[src/rtl/sia_pkg.sv]
// Shared constants for the slot interrupt aggregation controller.
// Assumes a 16-bit register word and byte offsets on an 8-bit address.
package sia_pkg;
    localparam int SLOTS    = 4;
    localparam int LINES    = 2;
    localparam int SRC      = SLOTS * LINES;
    localparam int DATA_W   = 16;
    localparam int CTRL_W   = 8;
    localparam int ADDR_W   = 8;
    localparam int EDGE_LSB = 4;
    localparam int EN_LSB   = 6;
    localparam int ERR_LSB  = 8;
    localparam int ERR_W    = 4;
    localparam int TO_LSB   = 12;

    localparam logic [ADDR_W-1:0] OFF_CTRL0 = 8'h02;
    localparam logic [ADDR_W-1:0] OFF_STAT  = 8'h0C;

    // Byte offset of the control register of slot s.
    function automatic logic [ADDR_W-1:0] ctrl_off(input int s);
        return OFF_CTRL0 + ADDR_W'(2 * s);
    endfunction
endpackage

[src/rtl/sia_ctrl_regs.sv]
// Per-slot control registers.
// Stores one byte per slot and breaks out the enable and edge-mode bits
// as per-source masks indexed slot*LINES+line.
// Assumes the caller has already qualified wr with a legal access.
module sia_ctrl_regs
    import sia_pkg::*;
(
    input  logic                          clk,
    input  logic                          rst_n,
    input  logic                          wr,
    input  logic [ADDR_W-1:0]             addr,
    input  logic [CTRL_W-1:0]             wdata,
    output logic [SLOTS-1:0][CTRL_W-1:0]  ctrl_q,
    output logic [SRC-1:0]                en_mask,
    output logic [SRC-1:0]                edge_mask
);
    for (genvar s = 0; s < SLOTS; s++) begin : g_slot
        // Capture a write addressed to this slot's control byte.
        always_ff @(posedge clk) begin
            if (!rst_n)
                ctrl_q[s] <= '0;
            else if (wr && addr == ctrl_off(s))
                ctrl_q[s] <= wdata;
        end

        for (genvar n = 0; n < LINES; n++) begin : g_line
            assign en_mask[s*LINES+n]   = ctrl_q[s][EN_LSB+n];
            assign edge_mask[s*LINES+n] = ctrl_q[s][EDGE_LSB+n];
        end

        // a control byte changes only when it is written
        p_ctrl_hold_r2: assert property (@(posedge clk) disable iff (!rst_n)
            !(wr && addr == ctrl_off(s)) |=> $stable(ctrl_q[s]));
    end
endmodule

[src/rtl/sia_status.sv]
// Status word and clear strobes.
// Module status bits follow enabled request lines. Timeout flags are set by
// event pulses and cleared by writing a one. Error flags mirror an input.
// Clear strobes come from status writes and from level-mode acknowledges.
// Assumes request, ack and event inputs are synchronous to clk.
module sia_status
    import sia_pkg::*;
(
    input  logic              clk,
    input  logic              rst_n,
    input  logic              stat_wr,
    input  logic [DATA_W-1:0] wdata,
    input  logic [SRC-1:0]    mod_req,
    input  logic [SRC-1:0]    en_mask,
    input  logic [SRC-1:0]    edge_mask,
    input  logic [SRC-1:0]    ack,
    input  logic [SLOTS-1:0]  timeout_evt,
    input  logic [ERR_W-1:0]  err_flags,
    output logic [SRC-1:0]    st_q,
    output logic [SRC-1:0]    st_nxt,
    output logic [SRC-1:0]    rise,
    output logic [SLOTS-1:0]  to_q,
    output logic [ERR_W-1:0]  err_q,
    output logic [SRC-1:0]    clr_q
);
    logic [SRC-1:0]   wr_clr;
    logic [SLOTS-1:0] wr_to;
    logic [ERR_W-1:0] wr_err;

    assign wr_clr = stat_wr ? wdata[SRC-1:0] : '0;
    assign wr_to  = stat_wr ? wdata[TO_LSB +: SLOTS] : '0;
    assign wr_err = stat_wr ? wdata[ERR_LSB +: ERR_W] : '0;

    // Next module status: follow the request line when enabled, else hold.
    always_comb begin
        for (int i = 0; i < SRC; i++)
            st_nxt[i] = en_mask[i] ? mod_req[i] : st_q[i];
    end
    assign rise = st_nxt & ~st_q;

    // Register module status, timeout flags, error mirror and clear strobes.
    always_ff @(posedge clk) begin
        if (!rst_n) begin
            st_q  <= '0;
            to_q  <= '0;
            err_q <= '0;
            clr_q <= '0;
        end else begin
            st_q  <= st_nxt;
            to_q  <= timeout_evt | (to_q & ~wr_to);
            err_q <= err_flags;
            clr_q <= wr_clr | (ack & st_q & ~edge_mask);
        end
    end

    // a disabled line's status bit does not move
    p_disabled_hold_r4: assert property (@(posedge clk) disable iff (!rst_n)
        1'b1 |=> ((st_q ^ $past(st_q)) & ~$past(en_mask)) == '0);

    // without an event or a status write the timeout flags hold
    p_timeout_hold_r8: assert property (@(posedge clk) disable iff (!rst_n)
        (timeout_evt == '0 && !stat_wr) |=> $stable(to_q));

    // a write to the error bits does not disturb their mirror
    p_err_ignore_r9: assert property (@(posedge clk) disable iff (!rst_n)
        (wr_err != '0) |=> err_q == $past(err_flags));

    // no qualifying acknowledge and no write gives no strobe
    p_ack_qual_r10: assert property (@(posedge clk) disable iff (!rst_n)
        (!stat_wr && (ack & st_q & ~edge_mask) == '0) |=> clr_q == '0);
endmodule

[src/rtl/sia_merge.sv]
// Host interrupt merge.
// Registers one output that is high while any level-mode status bit will be
// set, plus a one-clock pulse for each rising edge-mode status bit.
// Assumes st_nxt and rise describe the status update at this same edge.
module sia_merge
    import sia_pkg::*;
(
    input  logic           clk,
    input  logic           rst_n,
    input  logic [SRC-1:0] st_nxt,
    input  logic [SRC-1:0] rise,
    input  logic [SRC-1:0] edge_mask,
    output logic           irq_q
);
    logic lvl_any;
    logic edge_any;

    assign lvl_any  = |(st_nxt & ~edge_mask);
    assign edge_any = |(rise & edge_mask);

    // Register the merged host interrupt.
    always_ff @(posedge clk) begin
        if (!rst_n) irq_q <= 1'b0;
        else        irq_q <= lvl_any | edge_any;
    end
endmodule

[src/rtl/slot_irq_merge.sv]
// Four-slot interrupt aggregation controller, top level.
// Decodes the 16-bit register port, builds the status word for reads and
// ties the control, status and merge stages together.
// Assumes single-cycle register writes and combinational reads.
module slot_irq_merge
    import sia_pkg::*;
(
    input  logic              clk,
    input  logic              rst_n,
    input  logic              reg_wr,
    input  logic [ADDR_W-1:0] reg_addr,
    input  logic [DATA_W-1:0] reg_wdata,
    output logic [DATA_W-1:0] reg_rdata,
    input  logic [SRC-1:0]    mod_req,
    input  logic [SRC-1:0]    ack_strobe,
    input  logic [SLOTS-1:0]  timeout_evt,
    input  logic [ERR_W-1:0]  err_flags,
    output logic [SRC-1:0]    mod_clr,
    output logic              host_irq
);
    logic [SLOTS-1:0][CTRL_W-1:0] ctrl_q;
    logic [SRC-1:0]               en_mask, edge_mask;
    logic [SRC-1:0]               st_q, st_nxt, rise;
    logic [SLOTS-1:0]             to_q;
    logic [ERR_W-1:0]             err_q;
    logic                         stat_wr;
    logic [DATA_W-1:0]            status_word;

    assign stat_wr     = reg_wr && reg_addr == OFF_STAT;
    assign status_word = {to_q, err_q, st_q};

    sia_ctrl_regs u_ctrl (
        .clk       (clk),
        .rst_n     (rst_n),
        .wr        (reg_wr),
        .addr      (reg_addr),
        .wdata     (reg_wdata[CTRL_W-1:0]),
        .ctrl_q    (ctrl_q),
        .en_mask   (en_mask),
        .edge_mask (edge_mask)
    );

    sia_status u_status (
        .clk         (clk),
        .rst_n       (rst_n),
        .stat_wr     (stat_wr),
        .wdata       (reg_wdata),
        .mod_req     (mod_req),
        .en_mask     (en_mask),
        .edge_mask   (edge_mask),
        .ack         (ack_strobe),
        .timeout_evt (timeout_evt),
        .err_flags   (err_flags),
        .st_q        (st_q),
        .st_nxt      (st_nxt),
        .rise        (rise),
        .to_q        (to_q),
        .err_q       (err_q),
        .clr_q       (mod_clr)
    );

    sia_merge u_merge (
        .clk       (clk),
        .rst_n     (rst_n),
        .st_nxt    (st_nxt),
        .rise      (rise),
        .edge_mask (edge_mask),
        .irq_q     (host_irq)
    );

    // Read mux: status word, control bytes, zero elsewhere.
    always_comb begin
        reg_rdata = '0;
        if (reg_addr == OFF_STAT)
            reg_rdata = status_word;
        for (int s = 0; s < SLOTS; s++)
            if (reg_addr == ctrl_off(s))
                reg_rdata = {{(DATA_W-CTRL_W){1'b0}}, ctrl_q[s]};
    end

    // a set level-mode status bit keeps the host interrupt high
    p_level_high_r6: assert property (@(posedge clk) disable iff (!rst_n)
        ((|(st_q & ~edge_mask)) && $stable(edge_mask)) |-> host_irq);

    // no module status at all means no host interrupt
    p_idle_low_r6: assert property (@(posedge clk) disable iff (!rst_n)
        (st_q == '0) |-> !host_irq);

    // a pulse with no level source behind it lasts one cycle unless a new rise follows
    p_edge_single_r5: assert property (@(posedge clk) disable iff (!rst_n)
        (host_irq && (st_q & ~edge_mask) == '0 && (en_mask & ~st_q & mod_req) == '0
         && $stable(edge_mask)) |=> !host_irq);
endmodule

[config.mk]
export PLATFORM = sky130hd
export DESIGN_NAME = slot_irq_merge
export DESIGN_NICKNAME = d
export VERILOG_FILES = /design/src/rtl/sia_pkg.sv /design/src/rtl/sia_ctrl_regs.sv /design/src/rtl/sia_status.sv /design/src/rtl/sia_merge.sv /design/src/rtl/slot_irq_merge.sv
export SDC_FILE = /design/constraint.sdc
export NUM_CORES = 1
export LEC_CHECK = 0
export ABC_AREA = 1
export BUFFER_PORTS_ARGS = -buffer_cell sky130_fd_sc_hd__buf_2
export CAP_MARGIN = 20
export CELL_PAD_IN_SITES_DETAIL_PLACEMENT = 0
export CELL_PAD_IN_SITES_GLOBAL_PLACEMENT = 1
export CORE_UTILIZATION = 32
export DETAILED_ROUTE_END_ITERATION = 12
export GPL_TIMING_DRIVEN = 0
export PLACE_DENSITY_LB_ADDON = 0.15
export SETUP_SLACK_MARGIN = 0.15
export SYNTH_ARGS = -nofsm -noshare
export SYNTH_HDL_FRONTEND = slang
export SYNTH_SLANG_ARGS = --single-unit
[constraint.sdc]
create_clock -name clk -period 1.09 [get_ports clk]
set_input_delay 0.1635 -clock clk [delete_from_list [all_inputs] [get_ports clk]]
set_output_delay 0.1635 -clock clk [all_outputs]
set_load 0.01 [all_outputs]
==> After elaboration in Yosys (flattened, before gate mapping) <==
Cells that the tools add are included.
{ "op_classes": {"n_eq_ne": 5, "bitwise_logic": 12, "n_reduce_logical": 7, "mux": 15} }
{ "op_table": {"columns": ["op", "n"], "rows": [
  ["$mux W16", 5],
  ["$and A8 B8 Y8", 5],
  ["$eq A8 B3 Y1 const B", 2],
  ["$eq A8 B4 Y1 const B", 2],
  ["$not A8 Y8", 2],
  ["$reduce_or A8 Y1", 2],
  ["$eq A8 B2 Y1 const B", 1],
  ["$mux W1", 8],
  ["$mux W8", 1],
  ["$or A8 B8 Y8", 1],
  ["$logic_and A1 B1 Y1", 5],
  ["$and A4 B4 Y4", 1],
  ["$mux W4", 1],
  ["$not A4 Y4", 1],
  ["$or A4 B4 Y4", 1],
  ["$or A1 B1 Y1", 1]
]} }
{ "totals": {"input_bits": 51, "reg_bits": 57, "output_inout_bits": 25} }

==> Logic depth before layout (Yosys ltp) <==
Gate-level depths: netlist of run 1.
{ "depth": {"depth_word": 6, "ltp_mapped": 8, "mapped_depth_nobuf": 8} }

==> By module <==
A second synthesis of run 1 with hierarchy kept.
{ "hier_totals": {"cells_unflattened": 513, "hier_area_um2": 3233.1} }
{ "by_module_without_submodules": {"columns": ["mod", "cells_per_inst", "seq_area_each_um2", "area_each_um2", "instances"], "rows": [
  ["sia_ctrl_regs", 223, 640.6, 1544.0, 1],
  ["sia_status", 132, 480.5, 984.7, 1],
  ["slot_irq_merge", 116, 0.0, 528.0, 1],
  ["sia_merge", 42, 20.0, 176.4, 1]
]} }

==> Worst setup path before layout of run 1 <==
OpenSTA, ideal clock, no wires.
{ "synth_timing": {"path_kind": "input to output", "startpoint": "in reg_addr[5]", "endpoint": "out reg_rdata[6]", "slack_ps": -101, "required_time_ps": 927, "path_stages": 8, "arrival_time_ps": 1028, "path_buffers": 1, "path_cell_list": "nor2_2 nand3_4 inv_4 nand2_4 buf_6 nor2_1 nor2_1 nand3_1"} }
{ "synth_between": {"elab_chain_len": 6} }
{ "synth_lines": {"columns": ["item", "line", "source"], "rows": [
  ["start, declared", "slot_irq_merge.sv:11", "input logic [ADDR_W-1:0] reg_addr,"],
  ["$eq A8 B4 Y1", "slot_irq_merge.sv:74", "if (reg_addr == OFF_STAT)"],
  ["$mux W16", "slot_irq_merge.sv:74", null],
  ["$mux W16 (3 in a row)", "slot_irq_merge.sv:77", "if (reg_addr == ctrl_off(s))"],
  ["$mux W16 (*)", "slot_irq_merge.sv:77", null],
  ["end, declared", "slot_irq_merge.sv:13", "output logic [DATA_W-1:0] reg_rdata,"]
]} }
Mark *: on every way between the ends. The rest lies on a longest branch, timed or not.

==> Final worst setup path of run 1 <==
{ "layout_timing": {"startpoint": "in reg_addr[4]", "endpoint": "out reg_rdata[0]"} }
Same word-level chain as after synthesis.

==> impl_results.md, run 1 <==
- Drt drc: 0
- Hold path depth: 3
- Vias in the first global route: 2987
- Area leader, netlist: dfxtp_1
- R2r setup slk: -0.02 ns
- Num CTS Buffers: 9
- Boundary pin count: 76
- Synth top area share: 40.46%
- Final worst path period share: 132.2%
- RR Startpoint: u_status.st_q[2]$_SDFF_PN0_
- Fmax achieved: 693.8 MHz
- Sequential share of the synthesized area: 40.46%
- EDFF count, synth: 0
- Remaining antenna violation count: 0
- Layout Skew: 0.01148 ns
- Setup CP Type: input pin to output pin
- Starting Density: 33.65%
- Global-route wire length before repair: 15480 um
- Final hold vios: 0
- Area added between synthesis and finish: 69.39%
- Placer's final routability congestion estimate: 0.7888
- Arrival time at the worst endpoint: 1.28 ns
- Critical hold path startpoint: err_flags[0]
- Worst Hold Endpoint: u_status.err_q[0]$_SDFF_PN0_
- Pin count of the biggest net entering global routing: 11
- Crit-path max FO: 8
- Nets@finish: 615
- Mapped Avg Cell Area: 6.439 sq um
- WL final: 10310 um
- Synth area leaders: dfxtp_1 40%, nand2_1 13%, nor2_1 13%
- Top Family by Delay on Critical Path: simple AND/OR/NAND/NOR gates
- Synth Net Count: 489
- Final Instance Area: 4777 sq um
- Synth Cell Area: 2820 sq um
- Failing checks: negative setup slack
- Synthesis Warnings: 0
- Full die area: 9193 sq um
- Max-slew headroom: 45.82%
- Fin util: 56.99%
- CTS root buffer: clkbuf_8
- Antenna fix cells: 0
- Status: complete, but fails checks
- Library cells used by synthesis: 23
- Via count: 3228
- Core box area: 8382 sq um
- CTS Buffer Depth: 2
- Gr usage total: 23.37%
- Worst setup margin: -0.3514 ns
- DIE HEIGHT: 95.88 um
- Final setup violation count: 46
- Worst Path Required: 0.93 ns
- Tightest Pin Transition: 0.8127 ns
- Synthesized flop and latch total: 57
- Die X: 95.88 um
- Slew Viols, Final: 0
- GRT overflow: 0
- PwrDens: 923.6 nW/um^2
- Post-DP Area: 3386 sq um
- R2r endpoint: u_merge.irq_q$_SDFF_PN0_
- Largest stage delay, worst path: 0.21 ns
- CTS tree: yes
- Clock latency on the worst-skew pair: 0.34 ns
- Prevailing post-synth register cell: dfxtp_1
- CTS sink cnt: 57
- Top cells by count, synth: 99 x nand2_1, 98 x nor2_1, 65 x inv_1, 57 x dfxtp_1, 40 x nand3_1
- CP Capture Type: output pin
- Slowest stage cell, crit path: nor2_4
- Crit path buf inv count: 3
- Worst-path clk slew: 0.07 ns
- Peak VDD IR: 0.7112 mV
- Initial DRC count: 151
- Cells on worst reg2reg path: 8
- Row cnt: 33
- WL/cell: 15.32 um
- Crit path cell chain: buf_6 > nor2_4 > nand3_4 > buf_6 > nor2_4 > nand2_1 > nand2_2 > nor2_1 > nand3_1 > buf_2
- H-tree depth: 3
- Hpwl dp: 6597 um
- IO buf count: 70
- Startpoint types: input pin
- Maxcap violations: 0
- Initial antenna violation count: 0
- Unrepaired setup endpoints after global routing: yes
- Hold Worst Slack: 0.01603 ns
- Async S/R FF share, synth: 0%
- Overall Power: 4412 uW
- Gate Count Post-Synth: 438
- Number of detailed-route iterations in the first pass: 4
- Share of post-route cells with drive strength above 1: 51.58%
- Vias/cell: 4.796
- Fin crit period: 1.441 ns
- Top-count cell post-synth: nand2_1
- Static Leak: 0.002110 uW
- Hold Crit Class: input pin to flop
==> metrics by stage <==
stage	cells	setup TNS [ns]	worst slack (ns)
after floorplan	438	-0.6015	-0.07597
after global placement	613	-20.01	-0.5439
after detailed placement	613	-20.16	-0.5440
after CTS	660	-7.055	-0.3339
after global routing	673	-10.58	-0.4430
final	673	-7.792	-0.3514
==> registers in the layout (all words and copies together), names as in the netlist <==
name	flops
u_merge.irq_q	1
u_status.to_q	4
u_ctrl.ctrl_q	32
u_status.clr_q	8
u_status.err_q	4
u_status.st_q	8
==> worst max-delay path by stage <==
stage,startpoint,to,slack (ns),cells after the start
after floorplan,reg_addr[5],reg_rdata[6],-0.08,8
after global placement,reg_addr[5],reg_rdata[6],-0.54,10
after detailed placement,reg_addr[5],reg_rdata[6],-0.54,10
after CTS,reg_addr[4],reg_rdata[6],-0.33,11
after global routing,reg_addr[4],reg_rdata[2],-0.44,10
final,reg_addr[4],reg_rdata[0],-0.35,10
==> power breakdown <==
group	internal (uW)	switching [uW]
Sequential	2100	10.1
Clock	987	861
Combinational	183	274
Total	3270	1140
==> cells in the final DEF (no fill, tap or decap), types with 2 or more instances in the layout <==
cell type,instances
clkinv_2,3
nand4_1,7
nand3_2,10
nand3_1,30
a21oi_2,8
nor2_2,15
nand2_2,23
nor3_2,8
clkbuf_8,13
nand2_4,3
buf_6,42
o21ai_2,19
inv_4,3
buf_4,10
inv_2,8
nor2_4,30
buf_16,2
dfxtp_4,3
nor2_1,60
dfxtp_1,33
nand2_8,4
inv_1,55
nand3_4,2
dlygate4sd3_1,2
buf_8,3
clkinv_8,2
a21oi_1,4
buf_2,53
clkbuf_1,3
nand2_1,74
o21ai_1,5
buf_12,5
dfxtp_2,21
==> worst min-delay path, stage by stage <==
cell	delay (ns)
buf_2	0.08
nand2_1	0.04
inv_1	0.04
==> per-layer routing <==
metal / share of wire, % / track usage [%] / vias to the layer above
li1: - / - / 1615
met1: 46 / 30.75 / 1513
met2: 47 / 38.75 / 84
met3: 4.5 / 3.555 / 16
met4: 2.0 / 8.333 / 0
met5: 0 / 0 / -
==> repair_timing <==
action                     4_1_cts  5_1_grt
cloned                           3        2
setup buffers                   27       11
hold endpoints to repair         2        0
setup endpoints to repair       63       69
gates resized for setup        102      136
pin swaps                       30       37
hold buffers                     2        0
==> final cells by class <==
type | instances | area [sq um]
tap | 105 | 131.4
clock inverter | 3 | 15.01
clock buffer | 12 | 165.2
timing repair buffer | 113 | 999.7
sequential | 57 | 1179
multi-input combinational | 304 | 1904
inverter | 69 | 295.3
fill | 818 | 3605
buffer | 10 | 87.58
==> cells by family after synthesis <==
group	share of synthesized area (%)
AO/OA/AOI/OAI	6.566
buffers and inverters	11.84
flip-flops	40.46
AND/OR/NAND/NOR	41.13
Power figures use the tool's default switching activity.
==> inputs of run 2 (changes only) <==
- CORE_UTILIZATION: 32 -> 36
- clock period: 1.09 -> 1.58 ns (I/O delays scaled with it)
==> run 2 against run 1 <==
Net effect:
- the run now ends clean
- sequential power shrank 31%
- clock skew shrank 0.0062 ns
- critical path depth shrank 1
- core utilization shrank 5.3 points
- highest routed layer unchanged
- clock-buffer cell count shrank 2
- largest power group unchanged
- non-clock buffer count shrank 28
- first-iteration DRC count grew 19%
- register-to-register slack gained 0.41 ns
- final area shrank 20%
- combinational power shrank 48%
==> impl_results.md, run 2 (synthesized netlist as in run 1, its figures left out) <==
- Num CTS Buffers: 9 (unchanged)
- Non-Filler Instances: 639 (-5.1%)
- Clock latency on the worst-skew pair: 0.34 ns (about the same)
- Max FFs per register: 32 (unchanged)
- Core box area: 7408 sq um (-12%)
- PwrDens: 747.1 nW/um^2 (-19%)
- Arrival time at the worst endpoint: 1.32 ns (+0.04 ns)
- Fmax achieved: 643.1 MHz
- Status: completed
- Critical path destination: reg_rdata[5]
- DIE HEIGHT: 90.51 um (-5.6%)
- Post-DP Area: 3294 sq um (-2.7%)
- Antenna fix cells: 0 (unchanged)
- Regs by FF count: u_ctrl.ctrl_q: 32 flops, u_status.clr_q: 8 flops, u_status.st_q: 8 flops
- Full die area: 8192 sq um (-11%)
- Maxcap violations: 0 (unchanged)
- Layout Skew: 0.005259 ns (-0.006220 ns)
- Cells on worst reg2reg path: 8 (unchanged)
- WL/cell: 13.81 um (-9.8%)
- Peak VDD IR: 0.4367 mV (-39%)
- CTS Buffer Depth: 2 (unchanged)
- R2r endpoint: u_merge.irq_q$_SDFF_PN0_
- Hold path depth: 3 (unchanged)
- Slew Viols, Final: 0 (unchanged)
- CP Capture Type: output pin
- Dpl cells: 607 (-0.98%)
- CTS root buffer: clkbuf_8
- Final hold vios: 0 (unchanged)
- Global-route wire length before repair: 14130 um (-8.7%)
- Initial DRC count: 180 (+19%)
- CTS sink cnt: 57 (unchanged)
- Static Leak: 0.001845 uW (-13%)
- Initial antenna violation count: 0 (unchanged)
- Hpwl dp: 6198 um (-6.0%)
- Area added between synthesis and finish: 35.80%
- Tightest Pin Transition: 0.5857 ns (-0.2270 ns)
- CTS tree: yes
- Worst Path Required: 1.34 ns (+0.41 ns)
- Boundary pin count: 76 (unchanged)
- Drt drc: 0 (unchanged)
- Via count: 3009 (-6.8%)
- Placer's final routability congestion estimate: 0.8100 (+2.7%)
- GRT overflow: 0 (unchanged)
- Fin crit period: 1.555 ns
- Vias/cell: 4.709 (-1.8%)
- Unrepaired setup endpoints after global routing: yes
- Setup CP Type: input pin to output pin
- Worst slack, placed: -0.2256 ns (+0.3184 ns)
- RR Startpoint: u_ctrl.ctrl_q[14]$_SDFFE_PN0P_
- Final setup violation count: 0 (-100%)
- Die X: 90.51 um (-5.6%)
- Final Instance Area: 3830 sq um (-20%)
- Startpoint types: input pin
- Hold_buf cts: 0 (-2)
- Largest Register: u_ctrl.ctrl_q
- IO buf count: 70 (unchanged)
- Most frequent cells in the layout: 90 x nand2_1, 83 x nor2_1, 63 x inv_1, 63 x buf_2, 57 x dfxtp_1
- H-tree depth: 3 (unchanged)
- CP startpoint: reg_addr[4]
- Starting Density: 38.07% (+4.4 points)
- Final worst path period share: 98.41%
- Setup TNS: 0 ns (+7.792 ns)
- Crit-path max FO: 8 (unchanged)
- Nets@finish: 586 (-4.7%)
- Worst-path clk slew: 0.07 ns (about the same)
- Overall Power: 2861 uW (-35%)
- Most common cell after layout, fill and taps aside: nand2_1
- Hold Crit Class: input pin to flop
- Number of detailed-route iterations in the first pass: 5 (+1)
- R2r setup slk: 0.39 ns (+0.41 ns)
- Vias in the first global route: 2781 (-6.9%)
- WL final: 8827 um (-14%)
- Remaining antenna violation count: 0 (unchanged)
- Share of post-route cells with drive strength above 1: 28.33% (-23 points)
- Worst setup margin: 0.02505 ns (+0.3764 ns)
- Pin count of the biggest net entering global routing: 11 (unchanged)
- Gr usage total: 22.61% (-0.77 points)
- Max-slew headroom: 60.95% (+15 points)
- Row cnt: 31 (-6.1%)
run 2: worst min path at each step:
stage                  from                      endpoint  slack (ns)
4_1_cts        err_flags[2]  u_status.err_q[2]$_SDFF_PN0_        0.07
2_1_floorplan  err_flags[0]  u_status.err_q[0]$_SDFF_PN0_        0.33
3_3_place_gp   err_flags[1]  u_status.err_q[1]$_SDFF_PN0_        0.42
5_1_grt        err_flags[0]  u_status.err_q[0]$_SDFF_PN0_        0.08
3_5_place_dp   err_flags[2]  u_status.err_q[2]$_SDFF_PN0_        0.42
6_report       err_flags[2]  u_status.err_q[2]$_SDFF_PN0_        0.08
run 2: timing repair:
item / CTS / global route
gates cloned: 1 / 0
setup endpoints to repair: 16 / 24
pin swaps: 21 / 14
resized for setup: 38 / 27
buffers inserted: 13 / 2
run 2: through the flow:
step           hold WS [ns]  util [%]
6_report            0.07663     51.70
5_1_grt             0.07976     51.70
4_1_cts             0.06531     49.96
3_5_place_dp         0.4239     44.47
3_3_place_gp         0.4171     44.47
2_1_floorplan        0.3346         -
run 2: report_power, final:
part / internal, uW / switching (uW)
combinational: 92.5 / 145
clock: 556 / 609
sequential: 1450 / 6.58
total: 2100 / 760
run 2: cell type report:
type	instances	area, sq um
Buffer	10	83.83
Clock buffer	10	127.6
Clock inverter	6	35.03
Fill cell	782	3578
Inverter	69	267.8
Multi-Input combinational cell	303	1518
Sequential cell	57	1141
Tap cell	99	123.9
Timing Repair Buffer	85	533.0
run 2: critical path, stage by stage:
cell	delay [ns]
buf_6	0.10
nor2_4	0.11
nand3_4	0.15
nor2_4	0.28
nand2_1	0.09
nand2_1	0.08
nor2_1	0.04
nand3_1	0.09
buf_2	0.14
run 2: layer usage:
metal / GRT usage, % / wire, um / vias up
met5: 0 / 0 / -
met4: 8.468 / 150 / 0
met3: 3.367 / 546 / 14
met2: 35.73 / 4019 / 97
met1: 31.02 / 4111 / 1353
li1: - / - / 1545
==> inputs of run 3 (changes only) <==
- CELL_PAD_IN_SITES_DETAIL_PLACEMENT: 0 -> not set
- CELL_PAD_IN_SITES_GLOBAL_PLACEMENT: 1 -> not set
- CORE_UTILIZATION: 36 -> 38
==> run 3 against run 2 <==
Net effect:
- combinational power grew 7%
- fmax shrank 0.45%
- worst setup slack lost 0.0071 ns
- clock power grew 26%
- via count grew 2.7%
- first-iteration DRC count shrank 16%
- critical endpoint unchanged
- largest cell class unchanged
==> impl_results.md, run 3 (synthesized netlist as in run 1, its figures left out) <==
- Regs by FF count: u_ctrl.ctrl_q: 32 flops, u_status.clr_q: 8 flops, u_status.st_q: 8 flops
- Arrival time at the worst endpoint: 1.33 ns (about the same)
- Global-route wire length before repair: 13710 um (-3.0%)
- Final hold vios: 0 (unchanged)
- CTS Buffer Depth: 2 (unchanged)
- Largest stage delay, worst path: 0.15 ns (-0.13 ns)
- Largest Register: u_ctrl.ctrl_q
- Num CTS Buffers: 9 (unchanged)
- Hold Crit Class: input pin to flop
- Fin crit period: 1.562 ns (+0.007062 ns)
- Startpoint types: input pin
- Worst-path clk slew: 0.07 ns (about the same)
- Combinational share of power: 7.9% (-0.4 points)
- Fmax achieved: 640.2 MHz (-0.45%)
- Most common cell after layout, fill and taps aside: nand2_1
- Die X: 88.15 um (-2.6%)
- DIE HEIGHT: 88.15 um (-2.6%)
- Initial DRC count: 152 (-16%)
- CTS sink cnt: 57 (unchanged)
- Fin util: 55.84% (+4.1 points)
- Drt drc: 0 (unchanged)
- Max FFs per register: 32 (unchanged)
- WL final: 8985 um (+1.8%)
- Most frequent cells in the layout: 89 x nand2_1, 82 x nor2_1, 61 x inv_1
- Share of post-route cells with drive strength above 1: 29.98% (+1.6 points)
- IO buf count: 70 (unchanged)
- Dpl cells: 607 (unchanged)
- Setup TNS: 0 ns (unchanged)
- Core box area: 7214 sq um (-2.6%)
- Area added between synthesis and finish: 42.86%
- Worst slack, placed: -0.2345 ns (-0.008843 ns)
- Row cnt: 31 (unchanged)
- Setup CP Type: input pin to output pin
- H-tree depth: 3 (unchanged)
- Vias/cell: 4.783 (+1.6%)
- Non-Filler Instances: 646 (+1.1%)
- Slowest stage cell, crit path: nor2_4
- CTS root buffer: clkbuf_8
- Internal power: 2433 uW (+16%)
- Final Instance Area: 4029 sq um (+5.2%)
- Placer's final routability congestion estimate: 0.8879 (+9.6%)
- Fillers: 714 (-8.7%)
- Final setup violation count: 0 (unchanged)
- Starting Density: 39.09% (+1.0 points)
- Pin count of the biggest net entering global routing: 11 (unchanged)
- Vias in the first global route: 2886 (+3.8%)
- Post-DP Area: 3294 sq um (unchanged)
- Nets@finish: 593 (+1.2%)
- Via count: 3090 (+2.7%)
- Clock latency on the worst-skew pair: 0.34 ns (about the same)
- Top Family by Delay on Critical Path: simple AND/OR/NAND/NOR gates
- Status: completed
- WL/cell: 13.91 um (+0.69%)
- Tightest Pin Transition: 0.6188 ns (+0.03308 ns)
- Peak VDD IR: 0.4929 mV (+13%)
- Switch share: 23.91% (-2.7 points)
- Max-slew headroom: 58.75% (-2.2 points)
- Final worst path period share: 98.86% (+0.45 points)
- Antenna fix cells: 0 (unchanged)
- Slew Viols, Final: 0 (unchanged)
- Area of the multi-input gates: 1555 sq um (+2.5%)
- Remaining antenna violation count: 0 (unchanged)
- Layout Skew: 0.007719 ns (+0.002460 ns)
- GRT overflow: 0 (unchanged)
- Crit path buf inv count: 3 (+1)
- Crit-path max FO: 7 (-1)
- Maxcap violations: 0 (unchanged)
- CP Capture Type: output pin
- Clock power share: 46.4% (+5.7 points)
- Worst Path Required: 1.34 ns (about the same)
- Sequential cell fraction of total power: 45.6% (-5.4 points)
- CTS tree: yes
- PwrDens: 793.6 nW/um^2 (+6.2%)
- Initial antenna violation count: 0 (unchanged)
- Unrepaired setup endpoints after global routing: yes
- Static Leak: 0.001943 uW (+5.3%)
- FF/Latch Area: 1141 sq um (unchanged)
- Gr usage total: 24.16% (+1.6 points)
- Worst setup margin: 0.01799 ns (-0.007062 ns)
- Crit path cell chain: clkbuf_4 > nor2_4 > nand3_2 > nor2_4 > buf_8 > nand2_1 > nand2_1 > nor2_1 > nand3_1 > buf_2
- Psw: 764.5 uW (+0.58%)
- Number of detailed-route iterations in the first pass: 4 (-1)
- Hold_buf cts: 0 (unchanged)
- Full die area: 7770 sq um (-5.1%)
- Hpwl dp: 6148 um (-0.81%)
- Boundary pin count: 76 (unchanged)
## run 3: timing repair
action                                  4_1_cts  5_1_grt
cloned                                        0        3
gates resized for setup                      41       35
setup buffers                                17        3
pin swaps                                    18        7
endpoints found under the setup margin       16       24
## run 3: worst paths after layout
| kind | start | slack (ns) | depth (start not counted) | to |
|---|---|---|---|---|
| hold / removal | err_flags[1] | 0.07 | 3 | u_status.err_q[1]$_SDFF_PN0_ |
| setup / recovery | reg_addr[0] | 0.02 | 10 | reg_rdata[5] |
| setup reg to reg | u_ctrl.ctrl_q[14]$_SDFFE_PN0P_ | 0.38 | 8 | u_merge.irq_q$_SDFF_PN0_ |
| hold reg to reg | u_status.to_q[3]$_SDFF_PN0_ | 0.46 | 2 | u_status.to_q[3]$_SDFF_PN0_ |
## run 3: worst reg2reg max path, stage by stage, from the launching register on
cell and delay (ns):
dfxtp_1 0.33, inv_1 0.11, nand2_1 0.08, nand3_1 0.08, nand2_1 0.08, nor2_1 0.21, nand2_1 0.07, nor2_1 0.09
nor2_1 0.04
## run 3: final cells by class
class                           count  area share, %
Buffer                             10          2.143
Clock buffer                       10          3.168
Clock inverter                      6          2.050
Inverter                           69          6.646
Multi-Input combinational cell    303          38.60
Sequential cell                    57          28.32
Tap cell                           99          3.075
Timing Repair Buffer               92          15.99
## run 3: power groups by stage
stage,logic [uW],registers (uW),clock network (uW)
after global placement,188,1490,0
after CTS,227,1460,1520
after global routing,276,1460,1590
after floorplan,81.9,1490,0
after detailed placement,191,1490,0
final,254,1460,1480
## run 3: metrics by stage
step / hold WS, ns / total power [uW]
global placement: 0.4170 / 1679
detailed placement: 0.4228 / 1683
global route: 0.06811 / 3324
CTS: 0.05993 / 3206
floorplan: 0.3346 / 1572
finish: 0.07484 / 3197
## run 3: metal layers
metal,part of all wire (%),routed length (um),track usage (%)
met5,0,0,0
met4,3.2,291,13.49
met3,5.7,510,5.278
met2,45,4084,38.69
met1,46,4099,30.16
